==> src/rtl/tmg_pkg.sv <==
package tmg_pkg;

  typedef enum logic [1:0] {
    ADJ_NONE  = 2'd0,
    ADJ_LONG  = 2'd1,
    ADJ_SHORT = 2'd2
  } adj_e;

  // last phase value of a bit period for a given correction
  function automatic int unsigned period_term(input int unsigned div, input adj_e a);
    case (a)
      ADJ_LONG:  return div;
      ADJ_SHORT: return div - 2;
      default:   return div - 1;
    endcase
  endfunction

  // master-cycle distance from the marker falling edge, modulo one frame
  function automatic int unsigned frame_offset(input int unsigned pos, input int unsigned div,
                                               input int unsigned frame);
    return (pos + frame - div) % frame;
  endfunction

  function automatic adj_e pick_adj(input int unsigned off, input int unsigned frame);
    if (off == 0) return ADJ_NONE;
    else if (off <= frame / 2) return ADJ_LONG;
    else return ADJ_SHORT;
  endfunction

  function automatic int unsigned clamp_dly(input int unsigned dly, input int unsigned adv);
    return (dly > adv - 1) ? adv - 1 : dly;
  endfunction

  // phase value at which the receive strobe fires
  function automatic int unsigned rx_point(input int unsigned term, input int unsigned adv,
                                           input int unsigned dly);
    return term + 1 - adv + dly;
  endfunction

  function automatic int unsigned lag_pos(input int unsigned pos, input int unsigned lag,
                                          input int unsigned bits);
    return (pos + bits - (lag % bits)) % bits;
  endfunction

endpackage

==> src/rtl/tmg_bit_div.sv <==
module tmg_bit_div
  import tmg_pkg::*;
#(
  parameter  int DIV  = 40,
  localparam int PH_W = $clog2(DIV + 1)
) (
  input  logic            clk,
  input  logic            rst_n,
  input  adj_e            adj_next,
  input  logic            load_slot,
  output logic [PH_W-1:0] ph,
  output logic [PH_W-1:0] term,
  output logic            wrap,
  output logic            bit_stb,
  output adj_e            adj_cur
);

  always_comb begin
    term    = PH_W'(period_term(32'(DIV), adj_cur));
    wrap    = (ph == term);
    bit_stb = (ph == '0);
  end

  always_ff @(posedge clk or negedge rst_n) begin
    if (!rst_n) begin
      ph      <= '0;
      adj_cur <= ADJ_NONE;
    end else if (wrap) begin
      ph      <= '0;
      adj_cur <= load_slot ? adj_next : ADJ_NONE;
    end else begin
      ph <= ph + 1'b1;
    end
  end

  // a bit period ends only one cycle away from the nominal length
  assert_period_len_R4: assert property (@(posedge clk) disable iff (!rst_n)
    wrap |-> ((32'(ph) + 2 >= 32'(DIV)) && (32'(ph) <= 32'(DIV))));

endmodule

==> src/rtl/tmg_frame_cnt.sv <==
module tmg_frame_cnt
  import tmg_pkg::*;
#(
  parameter  int BITS = 48,
  parameter  int LAG  = 2,
  localparam int BP_W = $clog2(BITS)
) (
  input  logic            clk,
  input  logic            rst_n,
  input  logic            wrap,
  output logic [BP_W-1:0] bit_pos,
  output logic [BP_W-1:0] rx_pos,
  output logic            frm_mark,
  output logic            slot,
  output logic            frame_wrap
);

  logic last_bit;

  always_comb begin
    last_bit   = (bit_pos == BP_W'(BITS - 1));
    frm_mark   = (bit_pos == '0);
    slot       = wrap && (bit_pos == BP_W'(BITS - 2));
    frame_wrap = wrap && last_bit;
  end

  always_ff @(posedge clk or negedge rst_n) begin
    if (!rst_n) bit_pos <= '0;
    else if (wrap) bit_pos <= last_bit ? '0 : bit_pos + 1'b1;
  end

  generate
    if (LAG % BITS == 0) begin : g_nolag
      assign rx_pos = bit_pos;
    end else begin : g_lag
      always_comb rx_pos = BP_W'(lag_pos(32'(bit_pos), 32'(LAG), 32'(BITS)));
    end
  endgenerate

  // uplink index steps with the transmit index and wraps the same way
  assert_rx_pos_step_R8: assert property (@(posedge clk) disable iff (!rst_n)
    wrap |=> (rx_pos == BP_W'((32'($past(rx_pos)) + 1) % 32'(BITS))));

endmodule

==> src/rtl/tmg_phase_det.sv <==
module tmg_phase_det
  import tmg_pkg::*;
#(
  parameter int DIV  = 40,
  parameter int BITS = 48,
  parameter int PH_W = 6,
  parameter int BP_W = 6
) (
  input  logic            clk,
  input  logic            rst_n,
  input  logic            sync_in,
  input  logic [PH_W-1:0] ph,
  input  logic [BP_W-1:0] bit_pos,
  input  logic            frame_wrap,
  input  logic            consume,
  output adj_e            pending
);

  localparam int unsigned FRAME = DIV * BITS;

  int unsigned pos_now;
  int unsigned off_now;
  adj_e        dir_now;
  logic        used;
  logic        accept;

  always_comb begin
    pos_now = 32'(bit_pos) * 32'(DIV) + 32'(ph);
    off_now = frame_offset(pos_now, 32'(DIV), FRAME);
    dir_now = pick_adj(off_now, FRAME);
    accept  = sync_in && !used;
  end

  always_ff @(posedge clk or negedge rst_n) begin
    if (!rst_n) begin
      used    <= 1'b0;
      pending <= ADJ_NONE;
    end else begin
      used <= frame_wrap ? 1'b0 : (used | accept);
      if (consume) pending <= accept ? dir_now : ADJ_NONE;
      else if (accept) pending <= dir_now;
    end
  end

  // a decision waits untouched until the frame's correction slot
  assert_pending_held_R6: assert property (@(posedge clk) disable iff (!rst_n)
    ((pending != ADJ_NONE) && !consume && !accept) |=> (pending == $past(pending)));

endmodule

==> src/rtl/tmg_rx_strobe.sv <==
module tmg_rx_strobe
  import tmg_pkg::*;
#(
  parameter int DIV   = 40,
  parameter int ADV   = 5,
  parameter int DLY_W = 3,
  parameter int PH_W  = 6
) (
  input  logic             clk,
  input  logic             rst_n,
  input  logic [PH_W-1:0]  ph,
  input  logic [PH_W-1:0]  term,
  input  logic             bit_stb,
  input  logic [DLY_W-1:0] dly,
  output logic             rx_stb
);

  localparam int GAP_W = PH_W + 1;

  int unsigned      dly_c;
  logic [GAP_W-1:0] gap;
  logic             seen;

  always_comb begin
    dly_c  = clamp_dly(32'(dly), 32'(ADV));
    rx_stb = (ph == PH_W'(rx_point(32'(term), 32'(ADV), dly_c)));
  end

  // checker state: cycles since the last strobe, strobe seen this period
  always_ff @(posedge clk or negedge rst_n) begin
    if (!rst_n) begin
      gap  <= '0;
      seen <= 1'b0;
    end else begin
      gap  <= rx_stb ? GAP_W'(1) : gap + 1'b1;
      if (rx_stb) seen <= 1'b1;
      else if (bit_stb) seen <= 1'b0;
    end
  end

  // one strobe per bit period
  assert_rx_once_R7: assert property (@(posedge clk) disable iff (!rst_n)
    rx_stb |-> !seen);

  // fixed advance ahead of the next bit edge, delay clamped
  assert_rx_gap_R7: assert property (@(posedge clk) disable iff (!rst_n)
    (bit_stb && seen) |-> (gap == GAP_W'(32'(ADV) - dly_c)));

endmodule

==> src/rtl/tx_timing_gen.sv <==
module tx_timing_gen
  import tmg_pkg::*;
#(
  parameter  int DIV    = 40,
  parameter  int BITS   = 48,
  parameter  int RX_ADV = 5,
  parameter  int UP_LAG = 2,
  parameter  int DLY_W  = 3,
  localparam int BP_W   = $clog2(BITS)
) (
  input  logic             clk,
  input  logic             rst_n,
  input  logic             sync_in,
  input  logic [DLY_W-1:0] rx_dly,
  output logic             bit_stb,
  output logic [BP_W-1:0]  bit_pos,
  output logic             frame_mark,
  output logic             rx_stb,
  output logic [BP_W-1:0]  rx_pos
);

  localparam int PH_W = $clog2(DIV + 1);

  logic [PH_W-1:0] ph;
  logic [PH_W-1:0] term;
  logic            wrap;
  logic            slot;
  logic            frame_wrap;
  adj_e            adj_cur;
  adj_e            pending;

  tmg_bit_div #(.DIV(DIV)) u_div (
    .clk(clk), .rst_n(rst_n), .adj_next(pending), .load_slot(slot),
    .ph(ph), .term(term), .wrap(wrap), .bit_stb(bit_stb), .adj_cur(adj_cur)
  );

  tmg_frame_cnt #(.BITS(BITS), .LAG(UP_LAG)) u_frm (
    .clk(clk), .rst_n(rst_n), .wrap(wrap), .bit_pos(bit_pos), .rx_pos(rx_pos),
    .frm_mark(frame_mark), .slot(slot), .frame_wrap(frame_wrap)
  );

  tmg_phase_det #(.DIV(DIV), .BITS(BITS), .PH_W(PH_W), .BP_W(BP_W)) u_pd (
    .clk(clk), .rst_n(rst_n), .sync_in(sync_in), .ph(ph), .bit_pos(bit_pos),
    .frame_wrap(frame_wrap), .consume(slot), .pending(pending)
  );

  tmg_rx_strobe #(.DIV(DIV), .ADV(RX_ADV), .DLY_W(DLY_W), .PH_W(PH_W)) u_rx (
    .clk(clk), .rst_n(rst_n), .ph(ph), .term(term), .bit_stb(bit_stb),
    .dly(rx_dly), .rx_stb(rx_stb)
  );

  // an odd-length period is always the last one of its frame
  assert_adj_last_bit_R5: assert property (@(posedge clk) disable iff (!rst_n)
    (adj_cur != ADJ_NONE) |-> (bit_pos == BP_W'(BITS - 1)));

  // marker drops exactly on the strobe that opens bit position 1
  assert_marker_fall_R3: assert property (@(posedge clk) disable iff (!rst_n)
    $fell(frame_mark) |-> (bit_stb && (bit_pos == BP_W'(1))));

endmodule

==> config.mk <==
export PLATFORM = sky130hd
export DESIGN_NAME = tx_timing_gen
export DESIGN_NICKNAME = d
export VERILOG_FILES = /design/src/rtl/tmg_pkg.sv /design/src/rtl/tmg_bit_div.sv /design/src/rtl/tmg_frame_cnt.sv /design/src/rtl/tmg_phase_det.sv /design/src/rtl/tmg_rx_strobe.sv /design/src/rtl/tx_timing_gen.sv
export SDC_FILE = /design/constraint.sdc
export NUM_CORES = 1
export LEC_CHECK = 0
export BUFFER_PORTS_ARGS = -buffer_cell sky130_fd_sc_hd__buf_4
export CORE_MARGIN = 2
export CORE_UTILIZATION = 55
export DETAILED_ROUTE_END_ITERATION = 8
export PLACE_DENSITY = 0.75
export REMOVE_ABC_BUFFERS = 1
export SYNTH_ARGS = -nofsm -noshare
export SYNTH_HDL_FRONTEND = slang
export SYNTH_SLANG_ARGS = --single-unit
export TNS_END_PERCENT = 20
==> constraint.sdc <==
create_clock -name clk -period 8.4 [get_ports clk]
set_input_delay 0.84 -clock clk [delete_from_list [all_inputs] [get_ports clk]]
set_output_delay 0.84 -clock clk [all_outputs]
set_load 0.005 [all_outputs]
==> results.toml <==
[placement]
dpl.hpwl_um = 4150
dp_cells = 356
port_buffers = 20
dpl_cell_area_mm2 = 0.00254
gp_congestion = 0.959

[setup_path]
critical_path_required_ns = 8.55
crit_type = "reg -> reg"
crit_path_end_kind = "register"
path_max_fanout = 12
crit_arrival_ns = 4.19
critPathLaunchType = "register"

[logic_synthesis]
synth-adder-area-share_pct = 19.5
avgSynthCellArea_um2 = 8.05
ys_ff_latch = 17
yosysSeqAreaShare_pct = 18.0
yosys.area_share.simple_pct = 23.2
async_flop_share_pct = 100
yosysWarnings = 0
synth_cells = 294
synth_mux_area_share_pct = 1.90
synth_top_family_by_area = "simple AND/OR/NAND/NOR gates"
yosys_most_used_dff = "dfrtp_1"
synth_compound_area_share_pct = 18.7
yosys.cell_types.count = 56
syn_area_mm2 = 0.00237
synth_xor_area_share_pct = 13.3
synth_edf_count = 0

[clock_network]
cts-root-buf = "clkbuf_8"
cts.sinks = 17
htree_levels = 1
post_cts_resized = 0
post-cts-setup-buffer-count = 0
cts.clk_slew.worst_paths_ns = 0.07
clockBufferDepth = 2
holdBufCountCts = 0
cts_tree = "done"
clk_latency_ns = 0.25
cts-buffers-inserted = 3

[finish]
nets = 352
area_growth_pct = 9.31
num_antenna_cells = 0
final_common_cell = "ha_1"
fillers = 356
layout.cells.non_filler = 360
final_area_mm2 = 0.00259
drive_gt1_share_pct = 11.6
layout_common_cells = "ha_1 (32), inv_1 (24), nor2_1 (24)"

[sta]
timing.final.crit_share_pct = 48.2
setup_tns_ns = 0
period_minus_slack_ns = 4.05
fmax_ghz = 0.247
hold_ws_ns = 0.441
fin_skew_ns = 0.00253
max_slew_margin_pct = 53.3
finalHoldViolations = 0
rsz0062_at_grt = "false"
setup_viol = 0
slew_viol_final = 0
worstMarginPinSlew_ns = 0.696

[pwr]
p_int_mw = 0.121
clkPwrFrac_pct = 39.6
ir_worst_vdd_mv = 0.102
p_sw_mw = 0.0346
p_leak_nw = 1.14
p_per_area_mw_per_mm2 = 60.2
p_seq_share_pct = 53.8
p_sw_share_pct = 22.2
comb_power_share_pct = 6.6

[detailed_routing]
drt_iter0_drc = 179
drc_errors = 0
first_pass_iters = 4
ant_nets = 0
routed_wl_um = 5150
wl_per_cell_um = 14.3
via_per_inst = 5.79
vias = 2084

[global_routing]
gr-usage-all-layers_pct = 22.4
grt_max_degree = 18
grt_pass1_wl_um = 9210
grt_pass1_vias = 1976
grt_overflow = 0
antenna_found_initial = 0

[status]
status = "finished, final reports clean"

[die]
row_count = 23
io_pins = 21
die_area_mm2 = 0.00484
die_h_um = 69.6
coreArea_mm2 = 0.00406
die_width_um = 69.6
start_util_pct = 58.3

[hold_path]
hp-class = "in -> async"

[flow_run]
maxCapViolations = 0
synthesized netlist by cell type, types with 2 or more instances:
cell type  instances  area (um^2)
ha_1              32          400
inv_1             24         90.1
nor2_1            24         90.1
xnor2_1           23          201
nand2_1           22         82.6
dfrtp_1           17          425
a21oi_1           13         65.1
xor2_1            13          114
nand3_1           12         60.1
nor3_1            11         55.1
o21ai_0           11         55.1
and3_1             6         37.5
clkbuf_1           5         18.8
nand2b_1           5         31.3
o21ai_1            5         25.0
a211oi_1           4         30.0
and2_1             4         25.0
nor2b_1            4         25.0
nor4_1             4         25.0
fa_1               3         60.1
nand4_1            3         18.8
a2111oi_0          2         17.5
a211oi_2           2         25.0
a21o_1             2         15.0
a221o_1            2         20.0
a31oi_1            2         12.5
buf_4              2         15.0
mux2_2             2         22.5
o2111ai_1          2         17.5
o211a_1            2         20.0
o21a_1             2         15.0
o2bb2ai_1          2         17.5
or2_2              2         12.5
or3_1              2         12.5
or4_1              2         15.0
power by group through the flow:
stage	sequential, mW	combinational [mW]	clock, mW
after floorplan	0.0851	0.00596	0
after global placement	0.0854	0.0105	0
after detailed placement	0.0854	0.0107	0
after CTS	0.0838	0.0106	0.0627
after global routing	0.0839	0.0122	0.0670
final	0.0838	0.0103	0.0616
area by class of cell:
| type | count | area, um^2 | share of cell area (%) |
|---|---|---|---|
| timing repair buffer | 20 | 150 | 5.81 |
| inverter | 24 | 90.1 | 3.48 |
| multi-input combinational | 245 | 1810 | 70.1 |
| tap | 50 | 62.6 | 2.42 |
| clock buffer | 3 | 41.3 | 1.60 |
| clock inverter | 1 | 5.00 | 0.194 |
| sequential | 17 | 425 | 16.4 |
worst paths after layout:
kind                                  start               to  slack [ns]  cells after the start
setup / recovery           u_frm.bit_pos[3]  u_pd.pending[1]        4.35                     14
hold / removal                        rst_n      u_div.ph[2]        0.44                      1
setup reg to reg           u_frm.bit_pos[3]  u_pd.pending[1]        4.35                     14
hold reg to reg             u_pd.pending[1]  u_pd.pending[1]        0.52                      1
max in group asynchronous             rst_n      u_div.ph[5]        7.77                      1
min in group clk            u_pd.pending[1]  u_pd.pending[1]        0.52                      1
critical path, cell delays in order (launching register included):
cell and delay, ns:
dfrtp_1 0.52, ha_1 0.35, ha_1 0.16, inv_1 0.06, fa_1 0.42, xnor2_1 0.41
nand4_1 0.26, nor4_1 0.40, a211oi_2 0.12, nor3b_2 0.40, o21ai_0 0.19, a221o_1 0.30
nand3_1 0.07, o21ai_1 0.09, a31o_1 0.19
cell families after synthesis:
logic type	count (synthesis)
simple gates	107
compound gates	64
xor+xnor	36
fa+ha+maj	35
buf+inv	32
flops	17
mux	3
registers in the layout, summed over array words and instances (netlist names):
signal         count
u_div.adj_cur      2
u_div.ph           6
u_frm.bit_pos      6
u_pd.pending       2
u_pd.used          1
metal layers:
layer,track usage (%),routed length (um),vias to the layer above
met3,2.18,175,6
met4,5.01,38,0
met2,34.7,2310,47
li1,-,-,1081
met5,0,0,-
met1,33.8,2620,950
per-stage QoR:
| stage | util, % | total power, mW | setup slack (ns) |
|---|---|---|---|
| after floorplan | - | 0.0910 | 4.84 |
| after global placement | 62.6 | 0.0959 | 4.48 |
| after detailed placement | 62.6 | 0.0961 | 4.36 |
| after CTS | 63.7 | 0.157 | 4.36 |
| after global routing | 63.7 | 0.163 | 3.97 |
| final | 63.7 | 0.156 | 4.35 |
Power figures use the tool's default switching activity.
